## src/rtl/pec_pkg.sv

```systemverilog
package pec_pkg;

  typedef enum logic [1:0] {
    EDGE_FALL = 2'd0,
    EDGE_RISE = 2'd1,
    EDGE_BOTH = 2'd2,
    EDGE_NONE = 2'd3
  } edge_sel_e;

  typedef enum logic {
    ACT_CAPTURE = 1'b0,
    ACT_RESET   = 1'b1
  } act_mode_e;

  // bit 5 filter, bit 4 irq enable, bit 3 action, bit 2 enable, bits 1:0 edge
  typedef struct packed {
    logic      dbnc_en;
    logic      irq_en;
    act_mode_e mode;
    logic      func_en;
    edge_sel_e edge_sel;
  } ctl_t;

  localparam int CTL_W = $bits(ctl_t);

  localparam logic [1:0] ADDR_CTL = 2'd0;
  localparam logic [1:0] ADDR_STS = 2'd1;
  localparam logic [1:0] ADDR_CAP = 2'd2;

  localparam int FLAG_BIT = 0;

  function automatic logic edge_hit(edge_sel_e sel, logic prev_lvl, logic cur_lvl);
    logic rise;
    logic fall;
    rise = !prev_lvl && cur_lvl;
    fall = prev_lvl && !cur_lvl;
    case (sel)
      EDGE_FALL: edge_hit = fall;
      EDGE_RISE: edge_hit = rise;
      EDGE_BOTH: edge_hit = rise || fall;
      default:   edge_hit = 1'b0;
    endcase
  endfunction

  function automatic logic filter_done(int unsigned run, int unsigned window);
    filter_done = (run + 1 >= window);
  endfunction

endpackage

```

## src/rtl/pec_sync.sv

```systemverilog
module pec_sync #(
  parameter int STAGES = 2
) (
  input  logic clk,
  input  logic rst_n,
  input  logic d_i,
  output logic q_o
);

  logic [STAGES-1:0] chain_q;

  generate
    if (STAGES == 1) begin : g_single
      always_ff @(posedge clk or negedge rst_n) begin
        if (!rst_n) chain_q <= '0;
        else        chain_q <= d_i;
      end
    end else begin : g_chain
      always_ff @(posedge clk or negedge rst_n) begin
        if (!rst_n) chain_q <= '0;
        else        chain_q <= {chain_q[STAGES-2:0], d_i};
      end
    end
  endgenerate

  assign q_o = chain_q[STAGES-1];

endmodule

```

## src/rtl/pec_debounce.sv

```systemverilog
module pec_debounce
  import pec_pkg::*;
#(
  parameter int STABLE = 3
) (
  input  logic clk,
  input  logic rst_n,
  input  logic raw_i,
  output logic filt_o
);

  localparam int CW = $clog2(STABLE + 1);

  logic [CW-1:0] run_q;
  logic          filt_q;
  logic          differ_w;
  logic          accept_w;

  assign differ_w = (raw_i != filt_q);
  assign accept_w = differ_w && filter_done(int'(run_q), STABLE);

  always_ff @(posedge clk or negedge rst_n) begin
    if (!rst_n) begin
      run_q  <= '0;
      filt_q <= 1'b0;
    end else if (!differ_w) begin
      run_q <= '0;
    end else if (accept_w) begin
      filt_q <= raw_i;
      run_q  <= '0;
    end else begin
      run_q <= run_q + 1'b1;
    end
  end

  assign filt_o = filt_q;

endmodule

```

## src/rtl/pec_edge_det.sv

```systemverilog
module pec_edge_det
  import pec_pkg::*;
(
  input  logic      clk,
  input  logic      rst_n,
  input  logic      lvl_i,
  input  logic      en_i,
  input  edge_sel_e sel_i,
  output logic      evt_o
);

  logic prev_q;

  always_ff @(posedge clk or negedge rst_n) begin
    if (!rst_n) prev_q <= 1'b0;
    else        prev_q <= lvl_i;
  end

  assign evt_o = en_i && edge_hit(sel_i, prev_q, lvl_i);

endmodule

```

## src/rtl/pec_top.sv

```systemverilog
module pec_top
  import pec_pkg::*;
#(
  parameter int CNT_W       = 24,
  parameter int DATA_W      = 32,
  parameter int SYNC_STAGES = 2,
  parameter int DB_STABLE   = 3
) (
  input  logic              clk,
  input  logic              rst_n,
  input  logic              ext_pin_i,
  input  logic [CNT_W-1:0]  cnt_val_i,
  input  logic              reg_wr_i,
  input  logic [1:0]        reg_addr_i,
  input  logic [DATA_W-1:0] reg_wdata_i,
  output logic [DATA_W-1:0] reg_rdata_o,
  output logic              cnt_rst_o,
  output logic              irq_o
);

  localparam int CAP_PAD = DATA_W - CNT_W;
  localparam int CTL_PAD = DATA_W - CTL_W;

  ctl_t             ctl_q;
  logic             flag_q;
  logic [CNT_W-1:0] cap_q;
  logic             rst_q;

  // named internal events
  logic      sync_lvl_w;
  logic      filt_lvl_w;
  logic      det_lvl_w;
  logic      evt_w;
  logic      wr_ctl_w;
  logic      clr_flag_w;
  logic      func_en_w;
  logic      dbnc_en_w;
  logic      irq_en_w;
  act_mode_e mode_w;
  edge_sel_e sel_w;
  logic      wdata_unused_w;

  assign func_en_w = ctl_q.func_en;
  assign dbnc_en_w = ctl_q.dbnc_en;
  assign irq_en_w  = ctl_q.irq_en;
  assign mode_w    = ctl_q.mode;
  assign sel_w     = ctl_q.edge_sel;

  assign wdata_unused_w = ^reg_wdata_i[DATA_W-1:CTL_W];

  pec_sync #(.STAGES(SYNC_STAGES)) u_sync (
    .clk   (clk),
    .rst_n (rst_n),
    .d_i   (ext_pin_i),
    .q_o   (sync_lvl_w)
  );

  pec_debounce #(.STABLE(DB_STABLE)) u_dbnc (
    .clk    (clk),
    .rst_n  (rst_n),
    .raw_i  (sync_lvl_w),
    .filt_o (filt_lvl_w)
  );

  assign det_lvl_w = dbnc_en_w ? filt_lvl_w : sync_lvl_w;

  pec_edge_det u_edge (
    .clk   (clk),
    .rst_n (rst_n),
    .lvl_i (det_lvl_w),
    .en_i  (func_en_w),
    .sel_i (sel_w),
    .evt_o (evt_w)
  );

  assign wr_ctl_w   = reg_wr_i && (reg_addr_i == ADDR_CTL);
  assign clr_flag_w = reg_wr_i && (reg_addr_i == ADDR_STS) && reg_wdata_i[FLAG_BIT];

  always_ff @(posedge clk or negedge rst_n) begin
    if (!rst_n) ctl_q <= '0;
    else if (wr_ctl_w) ctl_q <= ctl_t'(reg_wdata_i[CTL_W-1:0]);
  end

  // set has priority over a clearing write in the same cycle
  always_ff @(posedge clk or negedge rst_n) begin
    if (!rst_n)          flag_q <= 1'b0;
    else if (evt_w)      flag_q <= 1'b1;
    else if (clr_flag_w) flag_q <= 1'b0;
  end

  always_ff @(posedge clk or negedge rst_n) begin
    if (!rst_n) cap_q <= '0;
    else if (evt_w && (mode_w == ACT_CAPTURE)) cap_q <= cnt_val_i;
  end

  always_ff @(posedge clk or negedge rst_n) begin
    if (!rst_n) rst_q <= 1'b0;
    else        rst_q <= evt_w && (mode_w == ACT_RESET);
  end

  assign cnt_rst_o = rst_q;
  assign irq_o     = flag_q && irq_en_w;

  always_comb begin
    case (reg_addr_i)
      ADDR_CTL: reg_rdata_o = {{CTL_PAD{1'b0}}, ctl_q};
      ADDR_STS: reg_rdata_o = {{(DATA_W-1){1'b0}}, flag_q};
      ADDR_CAP: reg_rdata_o = {{CAP_PAD{1'b0}}, cap_q};
      default:  reg_rdata_o = '0;
    endcase
  end

endmodule

```

## config.mk

```make
export PLATFORM = sky130hd
export DESIGN_NAME = pec_top
export DESIGN_NICKNAME = d
export VERILOG_FILES = /design/src/rtl/pec_pkg.sv /design/src/rtl/pec_sync.sv /design/src/rtl/pec_debounce.sv /design/src/rtl/pec_edge_det.sv /design/src/rtl/pec_top.sv
export SDC_FILE = /design/constraint.sdc
export NUM_CORES = 1
export LEC_CHECK = 0
export BUFFER_PORTS_ARGS = -buffer_cell sky130_fd_sc_hd__clkbuf_2
export CAP_MARGIN = 10
export CORE_MARGIN = 8
export CORE_UTILIZATION = 40
export DETAILED_ROUTE_END_ITERATION = 10
export GPL_TIMING_DRIVEN = 0
export PLACE_DENSITY = 0.73
export RECOVER_POWER = 25
export SLEW_MARGIN = 20
export SYNTH_ARGS = -nofsm -noshare
export SYNTH_HDL_FRONTEND = slang
export SYNTH_SLANG_ARGS = --single-unit
```

## constraint.sdc

```tcl
create_clock -name clk -period 4.1 [get_ports clk]
set_input_delay 0.205 -clock clk [delete_from_list [all_inputs] [get_ports clk]]
set_output_delay 0.205 -clock clk [all_outputs]
set_load 0.02 [all_outputs]
```

==> results of run 1 <==
cell usage after synthesis:
library cell  count
buf_6             2
a21oi_1           1
nand2_1           5
o21bai_2          1
buf_4             8
a2111oi_0         1
and3b_1           1
nor2b_1           1
conb_1            1
o21ai_0           3
inv_1             5
mux2_2            1
o21ai_1           2
ha_1              4
dfrtp_1          38
mux2_1           28
nor2_1           10
nand2b_1          3
xor2_1            1
clkbuf_1          3
nand3b_1          1
nand4b_1          1
mux2i_1           7
and2_1           19
critical path: stages, from the launching register on:
cell       delay [ns]
dfrtp_1          0.38
mux2i_1          0.28
ha_1             0.27
nand2b_1         0.15
a2111oi_0        0.37
o21bai_2         0.28
buf_6            0.21
mux2_1           0.34
registers in the layout (all words and copies together) (netlist names):
signal,flops
dbnc_en_w,1
u_dbnc.filt_o,1
func_en_w,1
cnt_rst_o,1
u_edge.prev_q,1
irq_en_w,1
mode_w,1
flag_q,1
sel_w,2
u_dbnc.run_q,2
u_sync.chain_q,2
cap_q,24
worst max-delay path by stage:
stage | endpoint | slack (ns) | cells past startpoint
after global placement | cap_q[10] | 1.74 | 7
after floorplan | cap_q[10] | 1.99 | 7
after detailed placement | cap_q[16] | 1.70 | 7
after CTS | cap_q[16] | 1.68 | 7
final | cap_q[16] | 1.69 | 7
after global routing | cap_q[16] | 1.46 | 7
area by class of cell:
class / count / area [µm²] / area share
Sequential cell: 38 / 951 / 0.409
Multi-Input combinational cell: 98 / 761 / 0.327
Timing Repair Buffer: 59 / 294 / 0.126
Buffer: 13 / 93.8 / 0.0403
Clock buffer: 6 / 82.6 / 0.0355
Tap cell: 52 / 65.1 / 0.0280
Clock inverter: 2 / 60.1 / 0.0258
Inverter: 5 / 18.8 / 0.00807
cells by family (layout without fill, tap and decap cells):
logic type               Yosys count  count (layout)
AO/OA/AOI/OAI                      8               8
XOR/XNOR                           1               1
adder cells (fa/ha/maj)            4               4
buffers and inverters             18              85
flip-flops                        38              38
multiplexers                      36              36
other                              1               8
AND/OR/NAND/NOR                   41              41
layer usage:
metal / vias to the layer above / wire length (µm)
met2: 47 / 1750
met5: - / 0
met1: 582 / 1660
met4: 0 / 73
met3: 7 / 363
li1: 616 / -
per-stage QoR:
| stage | instance area (µm²) | setup WS, ns | total power, µW |
|---|---|---|---|
| after floorplan | 1820 | 1.99 | 872 |
| after global placement | 2180 | 1.74 | 979 |
| after detailed placement | 2180 | 1.70 | 1010 |
| after CTS | 2330 | 1.68 | 1400 |
| after global routing | 2330 | 1.46 | 1480 |
| final | 2330 | 1.69 | 1380 |
report_power, final:
part           internal (µW)  switching [µW]  leakage [µW]  total [µW]
logic                    187             195      0.000678         382
registers                527            77.7      0.000458         605
clock network            259             129     0.0000714         389
cells in the final DEF, fill, tap and decap left out, drive strengths merged:
master   instances
xor2             1
inv              5
a2111oi          1
o21bai           1
mux2            29
nand2b           3
conb             8
clkbuf          68
mux2i            7
ha               4
dfrtp           38
and3b            1
nor2            10
a21oi            1
nor2b            1
and2            19
bufinv           2
nand2            5
o21ai            5
buf             10
nand4b           1
nand3b           1
==> summary.md, run 1 <==
| Metric | Value |
|---|---|
| Status | `finished, violations left` |
| Failing checks | `max-capacitance violations, max-slew violations` |
| Bufs on Longest Clock Path | `2` |
| Layout cell share with drive strength beyond 1 | `0.353` |
| Fin Clk Skew | `0.00612 ns` |
| Worst Reg2Reg Path Length in Cells | `7` |
| Met1 usage | `0.136` |
| Met2 Use GR | `0.173` |
| Max-slew headroom | `-0.317` |
| Total wire length | `3850 µm` |
| Setup TNS | `0 ns` |
| Crit path time final | `2.41 ns` |
| Clock sink count | `38` |
| Boundary pin count | `96` |
| Gr usage total | `0.117` |
| Post-synthesis mux area share | `0.221` |
| Hpwl dp | `3090 µm` |
| Hold-fix buffers, CTS | `0` |
| CTS resizes | `0` |
| Fillers | `roughly 400` |
| Port buffer count | `59` |
| Syn-to-layout area delta | `29.4%` |
| Final hold violations | `0` |
| Vias/cell | `4.59` |
| Critical path class | `reg -> reg` |
| Critical Path Start | `dbnc_en_w` |
| HP Start | `ext_pin_i` |
| Crit. End Element | `register` |
| Post-synthesis xor/xnor area fraction | `0.00487` |
| ANT cells | `0` |
| Non-Filler Instances | `around 270` |
| Worst hold slack | `0.0226 ns` |
| Wire per inst | `~14 µm` |
| CTS tree | `yes` |
| Largest family of logic cells by synthesized area | `multiplexers` |
| Post-CTS Setup Bufs | `0` |
| Gr ovfl total | `0` |
| Yosys reg bits | `38` |
| DIE WIDTH | `slightly above 80 µm` |
| Slew @ Worst Pin | `a little under 2 ns` |
| F_max | `roughly 410 MHz` |
| Gpl congestion | `0.714` |
| Pleak | `0.00121 µW` |
| Netlist cell types | `24` |
| Slew Limit Fails | `39` |
| Global routing's busiest layer | `met2` |
| Reg2reg end | `cap_q[16]` |
| # rows | `24` |
| CP required | `4.27 ns` |
| Met3 Resource Use GR | `0.0625` |
| Cells after DPL | `265` |
| CP arrival | `about 2.6 ns` |
| Cts bufs inserted | `5` |
| Pwr Density | `slightly below 600 nW/µm²` |
| Synth Area in Compound Gates | `0.0278` |
| Die Height | `83.0 µm` |
| Hold path depth | `1` |
| Final period util | `0.588` |
| Setup violations, final | `0` |
| Vias | `1,252` |
| Antenna-violating nets left | `0` |
| Core area | `4350 µm²` |
| DRT Pass-1 Iters | `4` |
| Drt drc | `0` |
| Syn avg cell area | `12.2 µm²` |
| Unrepaired setup endpoints after global routing | `false` |
| Post-synthesis adder-cell area fraction | `0.0278` |
| Final Util | `0.534` |
| Post-synthesis simple-gate area fraction | `0.125` |
| Global-route wire length before repair | `around 6500 µm` |
| Setup slack, reg-to-reg | `1.69 ns` |
| Hold EP | `u_sync.chain_q[0]` |
| Max Cap Viol | `1` |
| Post-synthesis sequential area ratio | `0.529` |
| Syn. warnings | `0` |
| Initial DRC Count | `25` |
| Post-Synthesis Cell Area | `1800 µm²` |
| Die footprint | `6900 µm²` |
| Synth top area share | `0.529` |
| Post-synthesis cell count | `147` |
| Reg2Reg Launch Point | `dbnc_en_w` |
| # nets final | `286` |
| Startpoint Class | `register` |
| Initial Util | `0.413` |
| Vias in the first global route | `~1,300` |
| Worst-path fanout max | `10` |
| CTS H-tree lvls | `2` |
| Largest net degree at the start of global routing | `39` |
| Root Buffer | `clkbuf_8` |
| Min-Delay Path Class | `in -> reg` |
| Ranking of synthesized cells by area | `dfrtp_1 53%, mux2_1 18%, and2_1 6.6%` |
| Clk slew on worst S/H paths | `0.07 ns` |
| Area leader, netlist | `dfrtp_1` |
| Antenna violations before repair | `0` |
| Peak supply drop | `roughly 0.29 mV` |
| Worst-Skew Late Latency | `0.29 ns` |
No activity file was read; power rests on OpenSTA's default activity.
==> inputs of run 2 (changes only) <==
--- a/config.mk
+++ b/config.mk
@@ -11,7 +11,7 @@
 export CORE_UTILIZATION = 40
 export DETAILED_ROUTE_END_ITERATION = 10
 export GPL_TIMING_DRIVEN = 0
-export PLACE_DENSITY = 0.73
+export PLACE_DENSITY = 0.75
 export RECOVER_POWER = 25
 export SLEW_MARGIN = 20
 export SYNTH_ARGS = -nofsm -noshare
==> constraint.sdc (replaced) <==
create_clock -name clk -period 1.9 [get_ports clk]
set_input_delay 0.095 -clock clk [delete_from_list [all_inputs] [get_ports clk]]
set_output_delay 0.095 -clock clk [all_outputs]
set_load 0.02 [all_outputs]
==> run 2 against run 1 <==
  * Die area unchanged
  * Via count up 6.2%
  * Routed wire length up 8.6%
  * Highest routed layer unchanged
  * The flow finishes with violations (negative setup slack)
  * Clock skew down 0.0010 ns
==> summary.md, run 2 (synthesis gave the netlist of run 1 again) <==
| Metric | Value |
|---|---|
| Status | `finished, violations left (unchanged)` |
| Failing checks | `negative setup slack (was max-capacitance violations, max-slew violations)` |
| Largest net degree at the start of global routing | `39 (unchanged)` |
| Min-Delay Path Class | `in -> reg (unchanged)` |
| Slew @ Worst Pin | `0.955 ns (was 1.97 ns)` |
| Worst-Skew Late Latency | `0.29 ns (about the same)` |
| # nets final | `293 (was 286)` |
| Hold EP | `mode_w (was u_sync.chain_q[0])` |
| Pre-CTS setup slack | `-0.336 ns (was 1.70 ns)` |
| Peak supply drop | `0.597 mV (was 0.293 mV)` |
| CTS tree | `yes (unchanged)` |
| Vias in the first global route | `1,455 (was 1,328)` |
| DIE WIDTH | `83.0 µm (unchanged)` |
| # rows | `24 (unchanged)` |
| CP required | `2.07 ns (was 4.27 ns)` |
| Cts bufs inserted | `5 (unchanged)` |
| Crit. End Element | `register (unchanged)` |
| Boundary pin count | `96 (unchanged)` |
| Vias/cell | `4.77 (was 4.59)` |
| HP Start | `reg_wdata_i[3] (was ext_pin_i)` |
| Pint | `2210 µW (was 973 µW)` |
| Root Buffer | `clkbuf_8 (unchanged)` |
| Gpl congestion | `0.752 (was 0.714)` |
| Wire per inst | `15.0 µm (was 14.1 µm)` |
| Startpoint Class | `register (unchanged)` |
| Vias | `1,330 (was 1,252)` |
| Core area | `4350 µm² (unchanged)` |
| Clock share of power | `0.219 (was 0.283)` |
| Setup slack, reg-to-reg | `-0.29 ns (was 1.69 ns)` |
| Max Cap Viol | `0 (was 1)` |
| Crit path time final | `2.19 ns (was 2.41 ns)` |
| Max FFs per register | `24 (unchanged)` |
| Comb pwr share | `0.358 (was 0.278)` |
| Max-slew headroom | `0.363 (was -0.317)` |
| Gr usage total | `0.125 (was 0.117)` |
| Worst Reg2Reg Path Length in Cells | `7 (unchanged)` |
| Port buffer count | `59 (unchanged)` |
| Sw Share | `0.299 (was 0.293)` |
| Commonest non-fill, non-tap cell in the layout | `clkbuf_2 (unchanged)` |
| Sw power | `944 µW (was 403 µW)` |
| Setup TNS | `-6.30 ns (was 0 ns)` |
| Clk slew on worst S/H paths | `0.07 ns (about the same)` |
| Hold path depth | `3 (was 1)` |
| Global-route wire length before repair | `7130 µm (was 6470 µm)` |
| Pwr Density | `1260 nW/µm² (was 592 nW/µm²)` |
| Biggest register | `cap_q (unchanged)` |
| Gr ovfl total | `0 (unchanged)` |
| DRT Pass-1 Iters | `4 (unchanged)` |
| Layout cell share with drive strength beyond 1 | `0.454 (was 0.353)` |
| Antenna violations before repair | `0 (unchanged)` |
| Syn-to-layout area delta | `39.0% (was 29.4%)` |
| Final hold violations | `0 (unchanged)` |
| Hpwl dp | `2920 µm (was 3090 µm)` |
| Worst-path fanout max | `6 (was 10)` |
| ANT cells | `0 (unchanged)` |
| Worst hold slack | `0.0116 ns (was 0.0226 ns)` |
| Initial Util | `0.413 (unchanged)` |
| Unrepaired setup endpoints after global routing | `true (was false)` |
| Clock sink count | `38 (unchanged)` |
| Reg2reg end | `cap_q[12] (was cap_q[16])` |
| Critical path class | `reg -> reg (unchanged)` |
| Most frequent cells in the layout | `55 x clkbuf_2, 38 x dfrtp_1, 20 x mux2_4, 19 x and2_1, 10 x nor2_1 (was 58 x clkbuf_2, 38 x dfrtp_1, 28 x mux2_1, 19 x and2_1, 10 x nor2_1)` |
| CTS H-tree lvls | `2 (unchanged)` |
| Die Height | `83.0 µm (unchanged)` |
| Reg2Reg Launch Point | `dbnc_en_w (unchanged)` |
| Pleak | `0.00128 µW (was 0.00121 µW)` |
| Fin Clk Skew | `0.00510 ns (was 0.00612 ns)` |
| Total wire length | `4180 µm (was 3850 µm)` |
| CP arrival | `2.36 ns (was 2.58 ns)` |
| F_max | `457 MHz (was 415 MHz)` |
| Sequential group share of total power | `0.423 (was 0.440)` |
| Final WS setup | `-0.288 ns (was 1.69 ns)` |
| Initial DRC Count | `47 (was 25)` |
| Bufs on Longest Clock Path | `2 (unchanged)` |
| Die footprint | `6900 µm² (unchanged)` |
| Drt drc | `0 (unchanged)` |
| Antenna-violating nets left | `0 (unchanged)` |
| Setup violations, final | `24 (was 0)` |
| Slew Limit Fails | `0 (was 39)` |
| Final period util | `1.15 (was 0.588)` |
run 2: changes by cell type in the layout (fill, tap and decap cells not counted), moves of 2 or more:
cell	delta
buf_6	+2
clkbuf_1	+3
clkbuf_2	-3
dlygate4sd3_1	+2
mux2_1	-20
mux2_4	+20
run 2: worst max-delay path by stage:
stage	slack (ns)	end	startpoint
floorplan	-0.16	cap_q[10]	dbnc_en_w
global placement	-0.32	cap_q[5]	dbnc_en_w
detailed placement	-0.34	cap_q[9]	dbnc_en_w
CTS	-0.28	cap_q[21]	u_dbnc.filt_o
global route	-0.39	cap_q[15]	dbnc_en_w
finish	-0.29	cap_q[12]	dbnc_en_w
run 2: metrics by stage:
| stage | std cells | utilization | instance area, µm² | total power, µW |
|---|---|---|---|---|
| floorplan | 154 | - | 1860 | 1940 |
| global placement | 265 | 0.509 | 2220 | 2180 |
| detailed placement | 265 | 0.509 | 2220 | 2220 |
| global route | 279 | 0.574 | 2500 | 3360 |
| CTS | 279 | 0.570 | 2480 | 3140 |
| finish | 279 | 0.574 | 2500 | 3160 |
run 2: what timing repair did:
action	4_1_cts	5_1_grt
hold buffers	2	0
setup endpoints to repair	24	34
setup buffers	3	0
pin swaps	1	1
resized for setup	20	6
endpoints found under the hold margin	39	0
gates cloned	2	0
run 2: power groups by stage:
stage	registers (µW)	clock network, µW	logic [µW]
floorplan	1270	0	671
global placement	1310	0	868
detailed placement	1330	0	895
CTS	1330	704	1110
global route	1380	736	1240
finish	1340	692	1130
run 2: final cells by class:
class | instances | area (µm²)
fill | 367 | 1850
sequential | 38 | 951
multi-input combinational | 98 | 876
timing repair buffer | 66 | 379
buffer | 13 | 97.6
clock buffer | 6 | 82.6
tap | 52 | 65.1
clock inverter | 1 | 30.0
inverter | 5 | 18.8
run 2: critical path: stages (launching register included):
cell and delay, ns:
dfrtp_1 0.37, mux2i_2 0.24, ha_1 0.26, nand2b_4 0.15
a2111oi_4 0.28, o21bai_4 0.27, buf_6 0.18, mux2_1 0.32
run 2: metal layers:
metal	vias to the layer above	global-route usage	share of wire
met1	635	0.157	0.47
met3	5	0.0576	0.086
met5	-	0	0
met2	59	0.184	0.43
li1	631	-	-
met4	0	0.0431	0.0091
